--- config.mk ---
export PLATFORM = sky130hd
export DESIGN_NAME = mgmt_mailbox
export DESIGN_NICKNAME = d
export VERILOG_FILES = /design/src/rtl/mbox_pkg.sv /design/src/rtl/mbox_ctrl.sv /design/src/rtl/mbox_dp.sv /design/src/rtl/mgmt_mailbox.sv
export SDC_FILE = /design/constraint.sdc
export NUM_CORES = 1
export LEC_CHECK = 0
export BUFFER_PORTS_ARGS = -buffer_cell sky130_fd_sc_hd__buf_4
export CAP_MARGIN = 20
export CORE_MARGIN = 2
export CORE_UTILIZATION = 52
export DETAILED_ROUTE_END_ITERATION = 7
export PLACE_DENSITY = 0.84
export SLEW_MARGIN = 20
export SYNTH_ARGS = -nofsm -noshare
export SYNTH_HDL_FRONTEND = slang
export SYNTH_HIERARCHICAL = 1
export SYNTH_SLANG_ARGS = --single-unit
--- constraint.sdc ---
create_clock -name clk -period 1.9 [get_ports clk]
set_input_delay 0.095 -clock clk [delete_from_list [all_inputs] [get_ports clk]]
set_output_delay 0.095 -clock clk [all_outputs]
set_load 0.05 [all_outputs]
--- src/rtl/mbox_pkg.sv ---
package mbox_pkg;
  localparam int HOST_AW = 2;
  localparam int SLV_AW  = 3;
  localparam int NUM_EV  = 4;

  localparam logic [HOST_AW-1:0] H_FLAG = 2'd0;
  localparam logic [HOST_AW-1:0] H_CODE = 2'd1;
  localparam logic [HOST_AW-1:0] H_DATA = 2'd2;

  localparam logic [SLV_AW-1:0] S_FLAG = 3'd0;
  localparam logic [SLV_AW-1:0] S_CODE = 3'd1;
  localparam logic [SLV_AW-1:0] S_DATA = 3'd2;
  localparam logic [SLV_AW-1:0] S_IRQ  = 3'd3;
  localparam logic [SLV_AW-1:0] S_EN   = 3'd4;

  // interrupt-status bit positions
  localparam int EV_BUSY = 0;
  localparam int EV_CODE = 1;
  localparam int EV_DATA = 2;
  localparam int EV_STAT = 3;

  typedef struct packed {
    logic ldCtrl;    // host command code accepted
    logic ldStatus;  // slave status code written
    logic ldData;    // host payload accepted
  } dpStrobe_t;
endpackage

--- src/rtl/mbox_ctrl.sv ---
module mbox_ctrl
  import mbox_pkg::*;
(
  input  logic               clk,
  input  logic               rstN,
  input  logic               hostWe,
  input  logic               hostRe,
  input  logic [HOST_AW-1:0] hostAddr,
  input  logic               hostSetBit,
  input  logic               slvWe,
  input  logic [SLV_AW-1:0]  slvAddr,
  input  logic [NUM_EV-1:0]  slvLow,
  output dpStrobe_t          strobe,
  output logic               busy,
  output logic               txReady,
  output logic               errHeld,
  output logic               hostPend,
  output logic [NUM_EV-1:0]  irqFlags,
  output logic [NUM_EV-1:0]  irqEn,
  output logic               slvIrq
);
  logic hostFlagWr, hostCodeWr, hostDataWr, hostCodeRd, hostFlagRd;
  logic slvFlagWr, slvCodeWr, slvIrqWr, slvEnWr;
  logic busyNext, busyRise, busyFall;
  logic [NUM_EV-1:0] events, clearMask;

  always_comb begin
    hostFlagWr = hostWe && (hostAddr == H_FLAG);
    hostCodeWr = hostWe && (hostAddr == H_CODE) && !busy;
    hostDataWr = hostWe && (hostAddr == H_DATA) && !busy;
    hostCodeRd = hostRe && (hostAddr == H_CODE);
    hostFlagRd = hostRe && (hostAddr == H_FLAG);
    slvFlagWr  = slvWe && (slvAddr == S_FLAG);
    slvCodeWr  = slvWe && (slvAddr == S_CODE);
    slvIrqWr   = slvWe && (slvAddr == S_IRQ);
    slvEnWr    = slvWe && (slvAddr == S_EN);
  end

  // slave write of the flag location takes priority over a host set
  always_comb begin
    if (slvFlagWr)                     busyNext = slvLow[0];
    else if (hostFlagWr && hostSetBit) busyNext = 1'b1;
    else                               busyNext = busy;
  end

  assign busyRise = !busy && busyNext;
  assign busyFall = busy && !busyNext;

  always_comb begin
    events          = '0;
    events[EV_BUSY] = busyRise;
    events[EV_CODE] = hostCodeWr;
    events[EV_DATA] = hostDataWr;
    events[EV_STAT] = hostCodeRd;
    clearMask       = slvIrqWr ? slvLow : '0;
  end

  always_ff @(posedge clk or negedge rstN) begin
    if (!rstN) begin
      busy     <= 1'b0;
      txReady  <= 1'b0;
      errHeld  <= 1'b0;
      hostPend <= 1'b0;
      irqEn    <= '0;
    end else begin
      busy     <= busyNext;
      hostPend <= busyFall || (hostPend && !hostFlagRd);
      if (slvFlagWr) begin
        txReady <= slvLow[1];
        errHeld <= slvLow[2];
      end
      if (slvEnWr) irqEn <= slvLow;
    end
  end

  // per-event sticky flags: a new event outranks a clear in the same cycle
  for (genvar i = 0; i < NUM_EV; i++) begin : g_flag
    always_ff @(posedge clk or negedge rstN) begin
      if (!rstN) irqFlags[i] <= 1'b0;
      else       irqFlags[i] <= events[i] || (irqFlags[i] && !clearMask[i]);
    end
  end

  assign slvIrq = |(irqFlags & irqEn);

  always_comb begin
    strobe.ldCtrl   = hostCodeWr;
    strobe.ldStatus = slvCodeWr;
    strobe.ldData   = hostDataWr;
  end
endmodule

--- src/rtl/mbox_dp.sv ---
module mbox_dp
  import mbox_pkg::*;
#(
  parameter int DATA_W = 8
) (
  input  logic               clk,
  input  logic               rstN,
  input  dpStrobe_t          strobe,
  input  logic [DATA_W-1:0]  hostWdata,
  input  logic [DATA_W-1:0]  slvWdata,
  input  logic [HOST_AW-1:0] hostAddr,
  input  logic [SLV_AW-1:0]  slvAddr,
  input  logic [DATA_W-1:0]  flagView,
  input  logic [NUM_EV-1:0]  irqFlags,
  input  logic [NUM_EV-1:0]  irqEn,
  output logic [DATA_W-1:0]  hostRdata,
  output logic [DATA_W-1:0]  slvRdata
);
  localparam int PAD_W = DATA_W - NUM_EV;

  logic [DATA_W-1:0] ctrlCode, statusCode, payload;

  always_ff @(posedge clk or negedge rstN) begin
    if (!rstN) begin
      ctrlCode   <= '0;
      statusCode <= '0;
      payload    <= '0;
    end else begin
      if (strobe.ldCtrl)   ctrlCode   <= hostWdata;
      if (strobe.ldStatus) statusCode <= slvWdata;
      if (strobe.ldData)   payload    <= hostWdata;
    end
  end

  always_comb begin
    case (hostAddr)
      H_FLAG:  hostRdata = flagView;
      H_CODE:  hostRdata = statusCode;
      H_DATA:  hostRdata = payload;
      default: hostRdata = '0;
    endcase
  end

  always_comb begin
    case (slvAddr)
      S_FLAG:  slvRdata = flagView;
      S_CODE:  slvRdata = ctrlCode;
      S_DATA:  slvRdata = payload;
      S_IRQ:   slvRdata = {{PAD_W{1'b0}}, irqFlags};
      S_EN:    slvRdata = {{PAD_W{1'b0}}, irqEn};
      default: slvRdata = '0;
    endcase
  end
endmodule

--- src/rtl/mgmt_mailbox.sv ---
module mgmt_mailbox
  import mbox_pkg::*;
#(
  parameter int DATA_W = 8
) (
  input  logic               clk,
  input  logic               rstN,
  input  logic               hostWe,
  input  logic               hostRe,
  input  logic [HOST_AW-1:0] hostAddr,
  input  logic [DATA_W-1:0]  hostWdata,
  output logic [DATA_W-1:0]  hostRdata,
  input  logic               slvWe,
  input  logic [SLV_AW-1:0]  slvAddr,
  input  logic [DATA_W-1:0]  slvWdata,
  output logic [DATA_W-1:0]  slvRdata,
  output logic               slvIrq,
  output logic               hostIrq
);
  localparam int PAD_W = DATA_W - NUM_EV;

  dpStrobe_t         strobe;
  logic              busy, txReady, errHeld, hostPend;
  logic [NUM_EV-1:0] irqFlags, irqEn;
  logic [DATA_W-1:0] flagView;

  mbox_ctrl u_ctrl (
    .clk       (clk),
    .rstN      (rstN),
    .hostWe    (hostWe),
    .hostRe    (hostRe),
    .hostAddr  (hostAddr),
    .hostSetBit(hostWdata[0]),
    .slvWe     (slvWe),
    .slvAddr   (slvAddr),
    .slvLow    (slvWdata[NUM_EV-1:0]),
    .strobe    (strobe),
    .busy      (busy),
    .txReady   (txReady),
    .errHeld   (errHeld),
    .hostPend  (hostPend),
    .irqFlags  (irqFlags),
    .irqEn     (irqEn),
    .slvIrq    (slvIrq)
  );

  assign flagView = {{PAD_W{1'b0}}, hostPend, errHeld, txReady, busy};
  assign hostIrq  = hostPend;

  mbox_dp #(.DATA_W(DATA_W)) u_dp (
    .clk      (clk),
    .rstN     (rstN),
    .strobe   (strobe),
    .hostWdata(hostWdata),
    .slvWdata (slvWdata),
    .hostAddr (hostAddr),
    .slvAddr  (slvAddr),
    .flagView (flagView),
    .irqFlags (irqFlags),
    .irqEn    (irqEn),
    .hostRdata(hostRdata),
    .slvRdata (slvRdata)
  );
endmodule

==> results.md, run 1 <==
- The number of different library cells in the post-synthesis netlist is 30.
- The leftover overflow at the end of global routing is 0.
- The maximum clock insertion buffer count is 2.
- The number of antenna violations at the first check in global routing is 0.
- The CTS H-tree depth is 2.
- The mean number of vias per cell is ~5.5.
- During I/O placement, the number of pins put on the boundary was between 40 and 50.
- The routed design has about 4300 microns of wire.
- The delay contributed by the slowest stage of the critical path is between 400 and 500 ps.
- The first global-routing pass estimated approximately 7100 microns of wire.
- After filler insertion, the fill cell instance count of the layout stands at around 300.
- The number of rows in the core area is 22.
- In the synthesized netlist the async set-or-reset flop fraction comes to 100%.
- The number of optimization iterations in the first detailed-route pass is 4.
- In the final layout, the share of cells above drive strength 1 is between 40% and 50%.
- The final setup skew is 3.82 ps.
- The highest attainable clock frequency is about 630 MHz.
- The number of pins with negative max-slew slack in the final report is 0.
- In the layout the commonest cells are buf_4 (46), dfrtp_1 (36), mux2_2 (34).
- The via count of the first global-routing pass is ~1500.
- Summing the sequential cell areas from Yosys gives between 40% and 50% of the chip area.
- Yosys mapped a number of flops with a built-in enable equal to 0.
- The routed length per placed instance is 16.1 microns.
- The layout-stage area growth over the synthesis result is 24.1%.
- Global routing used ~23% of the available tracks.
- The horizontal extent of the die is roughly 65 microns.
- Yosys printed 6 warnings.
- The static leakage is ~1.1 nW.
- The post-CTS setup buffer count is 0.
- The cell at the root of the clock tree is clkbuf_8.
- The critical path goes through mux2_2 > a221o_1 > buf_4.
- Data arrives at the worst endpoint at between 1000 and 1500 ps.
- The total via count after detailed routing is about 1500.
- IR analysis of the VDD net gives a maximum drop of ~0.00066 V.
- The TritonCTS clock tree is done.
- Measured against its own limit, the worst slew margin works out to 61.5%.
- The flop and latch count out of synthesis is 36.
- The power density over the cells is roughly 1100 nW/um^2.
- Of all cell types, the one taking the most synthesized area is dfrtp_1.
- Entering global routing, the biggest net connects 37 pins.
- The required arrival time at the worst endpoint is between 1500 and 2000 ps.
- The number of hold violations in the final report is 0.
- Among all flip-flop cells after synthesis, the most frequent one is dfrtp_1.
- The smallest clock period supported by the final layout is computed as 1590 ps.
- For this block, the initial DRC count from the detailed router was between 40 and 50.
- TritonCTS created 5 clock buffers.
- Summed over all failing endpoints, the final setup total negative slack is 0 ps.
- Setup repair after global routing left no endpoint under its margin.
- The number of input and output port buffers inserted is between 40 and 50.
- Post-CTS repair changed the size of 0 cells.
- The most common library cell in the layout ignoring fill and taps is buf_4.
- Synthesis produced approximately 170 cells.
- The region available for standard cell placement spans 3630 sq um.
- The number of failing setup endpoints in the final timing report is 0.
- The die covers roughly 4200 sq um.
- After clock tree synthesis, the clock-pin slew on the worst setup and hold paths is 70 ps.
- The worst hold path belongs to the class in2reg.
- The portion of synthesized cell area occupied by the leading cell type is 46.5%.
- For this run, the number of standard cells in the final layout without fillers is around 270.
- The path type of the worst setup path is reg2out.
- The routability congestion estimate from global placement is roughly 0.87.
- Dividing the final minimum period by the clock period gives ~84%.
- The post-layout net count is 243.
- STA classifies the critical path endpoint as an output pin.
- Including well taps, the total number of placed cells is roughly 260.
- The height of the chip is 65.1 microns.
- The final-layout worst hold slack is 39.2 ps.
- The residual DRC count is 0.
- The maximum fanout along the worst path is 3.
- Across the run, the number of max-cap violations was 0.
- The tree built by TritonCTS fans out to 36 sinks.
- The sum of net half-perimeters after detailed placement is roughly 3100 microns.
- The slowest library cell on the worst path is dfrtp_1.
- Ranked by total cell area, the synthesized netlist is headed by dfrtp_1 (46%), mux2_2 (20%), mux2i_1 (8.8%).
- The clock insertion delay at the later pin of the skew report is between 200 and 300 ps.
- The starting density of the core is a little over half.
- The cts-stage hold buffer count is 1.
- The count of antenna diodes in the layout is 0.
- The netlist area before placement is 1940 sq um.
- The number of nets with antenna violations after routing is 0.
- For the pin with the worst max-slew slack, the measured transition is 577 ps.
- The flow ran to the end, and the final reports show no timing, DRC or antenna violations.
- The average cell area after synthesis is roughly 12 sq um.
- The worst setup path is launched from a register.
==> path summary, 6_finish.rpt <==
| path | start | to | slack (ps) | cells past startpoint |
|---|---|---|---|---|
| setup / recovery | u_ctrl/irqFlags[0] | slvRdata[0] | 310 | 3 |
| hold / removal | slvWdata[7] | u_dp/statusCode[7] | 40 | 2 |
| setup reg to reg | u_ctrl/busy | u_dp/ctrlCode[3] | 440 | 3 |
| hold reg to reg | u_dp/ctrlCode[2] | u_dp/ctrlCode[2] | 510 | 1 |
| max in group asynchronous | rstN | u_dp/payload[3] | 1290 | 2 |
| min in group asynchronous | rstN | u_dp/statusCode[0] | 300 | 2 |
==> cells by family (layout without fill, tap and decap cells) <==
logic type,after synthesis,in the layout,synth area share (%)
compound gates,23,23,7.94
buf+inv,13,57,4.00
mux,51,51,28.5
simple gates,43,43,12.9
flops,36,36,46.5
other cells,1,8,0.193
==> flip-flops by register name, summed over array words and instances (netlist names) <==
signal / count
u_ctrl/irqEn: 4
u_ctrl/irqFlags: 4
u_ctrl/errHeld: 1
u_ctrl/busy: 1
u_ctrl/txReady: 1
u_dp/payload: 8
u_dp/ctrlCode: 8
u_ctrl/hostPend: 1
u_dp/statusCode: 8
==> cell usage after synthesis (3+ instances only) <==
master / instances
a21oi_1: 5
dfrtp_1: 36
mux2_2: 34
o21ai_0: 8
nor3_1: 4
buf_2: 5
nand2_1: 21
buf_4: 4
nor4bb_1: 3
a221o_1: 3
or2_0: 4
mux2i_1: 17
==> metal layers <==
| metal | up-vias | routed length (microns) | global-route usage [%] |
|---|---|---|---|
| li1 | 689 | - | - |
| met1 | 718 | 1860 | 27.7 |
| met2 | 44 | 2170 | 40.1 |
| met3 | 6 | 185 | 5.38 |
| met4 | 0 | 70 | 5.99 |
| met5 | - | 0 | 0 |
==> report_power, final <==
| part | switching, mW | internal [mW] | leakage [nW] |
|---|---|---|---|
| Combinational | 0.504 | 0.422 | 0.628 |
| Clock | 0.261 | 0.296 | 0.0455 |
| Sequential | 0.182 | 1.01 | 0.429 |
| Total | 0.948 | 1.73 | 1.10 |
==> area by class of cell <==
type	count	area, sq um	area share (%)
multi-input combinational	125	993	41.3
clock buffer	8	90.1	3.74
inverter	2	7.51	0.312
timing repair buffer	47	355	14.8
tap	48	60.1	2.49
sequential	36	901	37.4
==> critical path, delay by kind of cell (launching register included) <==
family	cells	cell delay [ps]
buf+inv	1	200
flops	1	410
mux	1	270
compound gates	1	330
==> stage by stage <==
step	total power, mW	area (sq um)	utilization [%]	worst slack (ps)
after floorplan	1.82	1970	-	228
after global placement	2.10	2310	63.5	502
after detailed placement	2.13	2310	63.5	447
after CTS	2.69	2410	66.3	310
after global routing	2.82	2410	66.3	267
final	2.67	2410	66.3	313
Note: power is estimated with default switching activity, not from simulation.
==> inputs of run 2 (changes only) <==
Clock period 1.9 ns to 1.5 ns, I/O delays scaled along.
==> results.md, run 2 (synthesis gave the netlist of run 1 again) <==
- The summed area of non-filler cells in the final layout is 2540 sq um (+5.7%).
- The number of failing setup endpoints in the final timing report is 7 (+7).
- The flow ran to the end, but the final reports show violations.
- The clock group share of total power is 20.1% (-0.7 points).
- The via count of the first global-routing pass was 1478 (-1.8%).
- The max-capacitance violation count came to 0 (unchanged).
- The maximum clock insertion buffer count came to 2 (unchanged).
- The global-route usage over all layers is 22.4% (-0.21 points).
- The residual DRC count is 0 (unchanged).
- The cell area after placement is 2340 sq um (+1.3%).
- The number of DRC markers after the initial detailed-route iteration came to 55 (+20%).
- The layout-stage area growth over the synthesis result is 31.2%.
- The horizontal extent of the die is 65.1 microns (unchanged).
- The number of input and output port buffers inserted is 43 (unchanged).
- The number of antenna violations at the first check in global routing is 0 (unchanged).
- The switching part of the total power was 36.0% (+0.50 points).
- The class of the most critical hold timing path is in2reg.
- The post-layout net count came to 253 (+4.1%).
- The kind of launch point of the worst setup path is a register.
- The layout cell share with drive strength beyond 1 is 46.1% (+4.8 points).
- The mean number of vias per cell came to 5.45 (-0.45%).
- The logic gate share of total power is 37.1% (+2.4 points).
- The number of buffers inserted during clock tree synthesis came to 5 (unchanged).
- The clock insertion delay at the later pin of the skew report is 290 ps (about the same).
- The origin of the critical flop-to-flop path is u_ctrl/busy.
- The number of top-level pins was 44 (unchanged).
- The tree is rooted in a clkbuf_8.
- The power density over the cells was 1390 nW/um^2 (+25%).
- The sum of routed wire length over all layers is 4570 microns (+6.7%).
- The maximum fanout along the worst path is 3 (unchanged).
- The setup total negative slack is -219 ps (-219 ps).
- TritonCTS built the clock tree.
- The leftover overflow at the end of global routing is 0 (unchanged).
- In the layout the commonest cells are buf_4 (50), dfrtp_1 (35), mux2_2 (34).
- The most common library cell in the layout ignoring fill and taps is buf_4.
- The launch instance of the worst min-delay path is slvWdata[4].
- The number of pins with negative max-slew slack in the final report is 0 (unchanged).
- The required arrival time at the worst endpoint is 1420 ps (-380 ps).
- The CTS H-tree depth was 2 (unchanged).
- The count of antenna diodes in the layout is 0 (unchanged).
- Tracing the worst setup path back leads to its startpoint at u_ctrl/irqFlags[0].
- The data arrival time of the worst path is 1530 ps (+40 ps).
- The first-pass GRT wire length came to 7110 microns (+0.48%).
- The final setup skew was 5.31 ps (+1.48 ps).
- The internal power summed over all cells is 2.26 mW (+31%).
- The starting density of the core was 53.4% (unchanged).
- The number of clock sinks came to 36 (unchanged).
- The sum of net half-perimeters after detailed placement was 3200 microns (+1.8%).
- The number of hold violations in the final report is 0 (unchanged).
- Setup repair after global routing could not meet its margin everywhere.
- The height of the chip is 65.1 microns (unchanged).
- The total core area came to 3630 sq um (unchanged).
- The worst-case setup margin in the final layout is -102 ps (-415 ps).
- The register share of total power came to 42.8% (-1.7 points).
- The routed length per placed instance is 16.6 microns (+2.8%).
- The headroom to the max-slew limit is 66.4% (+4.9 points).
- The slew of the pin with the lowest slew margin is 502 ps (-75.1 ps).
- For the finished layout, the period the worst path requires is between 1500 and 2000 ps.
- The area of the die is 4230 sq um (unchanged).
- The total via count after detailed routing came to 1505 (+3.3%).
- The clock slew seen by the registers of the worst setup and hold paths is 70 ps (about the same).
- The worst voltage drop across the vdd grid is 0.000723 V (+9.7%).
- The highest attainable clock frequency is roughly 620 MHz.
- The worst setup path is captured at an output pin.
- The final reports fail on setup timing.
- The number of optimization iterations in the first detailed-route pass is 4 (unchanged).
- The static leakage was 1.18 nW (+7.0%).
- The final worst-path cycle share is 107%.
- The path type of the worst setup path is reg2out.
- In the final layout, the registers with the most flip-flops are u_dp/ctrlCode: 8 flops, u_dp/payload: 8 flops, u_dp/statusCode: 8 flops.
- The pin count of the biggest net entering global routing came to 37 (unchanged).
- The number of nets with antenna violations after routing is 0 (unchanged).
- The number of rows in the core area is 22 (unchanged).
- The net load switching power is 1.27 mW (+34%).
- The routability congestion estimate from global placement is 0.846 (-2.4%).
## run 2: final cells by class
class                           count  area [sq um]
Clock inverter                      2          10.0
Fill cell                         301          1090
Sequential cell                    36           902
Tap cell                           48          60.1
Clock buffer                        6          82.6
Inverter                            2          7.51
Multi-Input combinational cell    125          1030
Timing Repair Buffer               57           453
## run 2: timing repair
item,CTS,global route
buffers inserted,4,1
setup endpoints to repair,3,21
endpoints found under the hold margin,36,0
hold buffers,1,0
cloned,0,2
gates resized for setup,4,10
pin swaps,2,1
## run 2: power by group through the flow
stage	registers, mW	clock network [mW]	logic [mW]
6_report	1.51	0.711	1.31
5_1_grt	1.55	0.778	1.40
4_1_cts	1.50	0.735	1.27
3_5_place_dp	1.53	0	1.20
3_3_place_gp	1.52	0	1.17
2_1_floorplan	1.45	0	0.873
## run 2: per-stage QoR
stage | utilization [%] | worst slack [ps] | instances | hold slack [ps] | power, mW
floorplan | - | -2.75 | 174 | -221 | 2.32
global placement | 64.3 | 184 | 260 | 56.4 | 2.68
global route | 70.0 | -126 | 276 | 13.1 | 3.72
detailed placement | 64.3 | 145 | 260 | 61.9 | 2.73
CTS | 68.4 | -63.9 | 273 | 6.36 | 3.51
finish | 70.0 | -102 | 276 | 16.3 | 3.53
## run 2: per-layer routing
metal  track usage [%]  wire [microns]
met3              5.38             186
met5                 0               0
met2              37.9            2290
met1              28.4            2010
met4              7.29              87
## run 2: critical path, cell delays in order, from the launching register on
cell and delay [ps]:
dfrtp_1 410, mux2_2 290, a221o_1 360, buf_6 170
## run 2: final timing paths
kind / to / slack (ps) / depth (start not counted)
max in group asynchronous: u_ctrl/hostPend / 890 / 2
min: u_dp/statusCode[4] / 20 / 2
min in group asynchronous: u_dp/statusCode[4] / 270 / 2
min reg2reg: u_dp/statusCode[2] / 510 / 1
max: slvRdata[0] / -100 / 3
max reg2reg: u_dp/ctrlCode[3] / -20 / 4
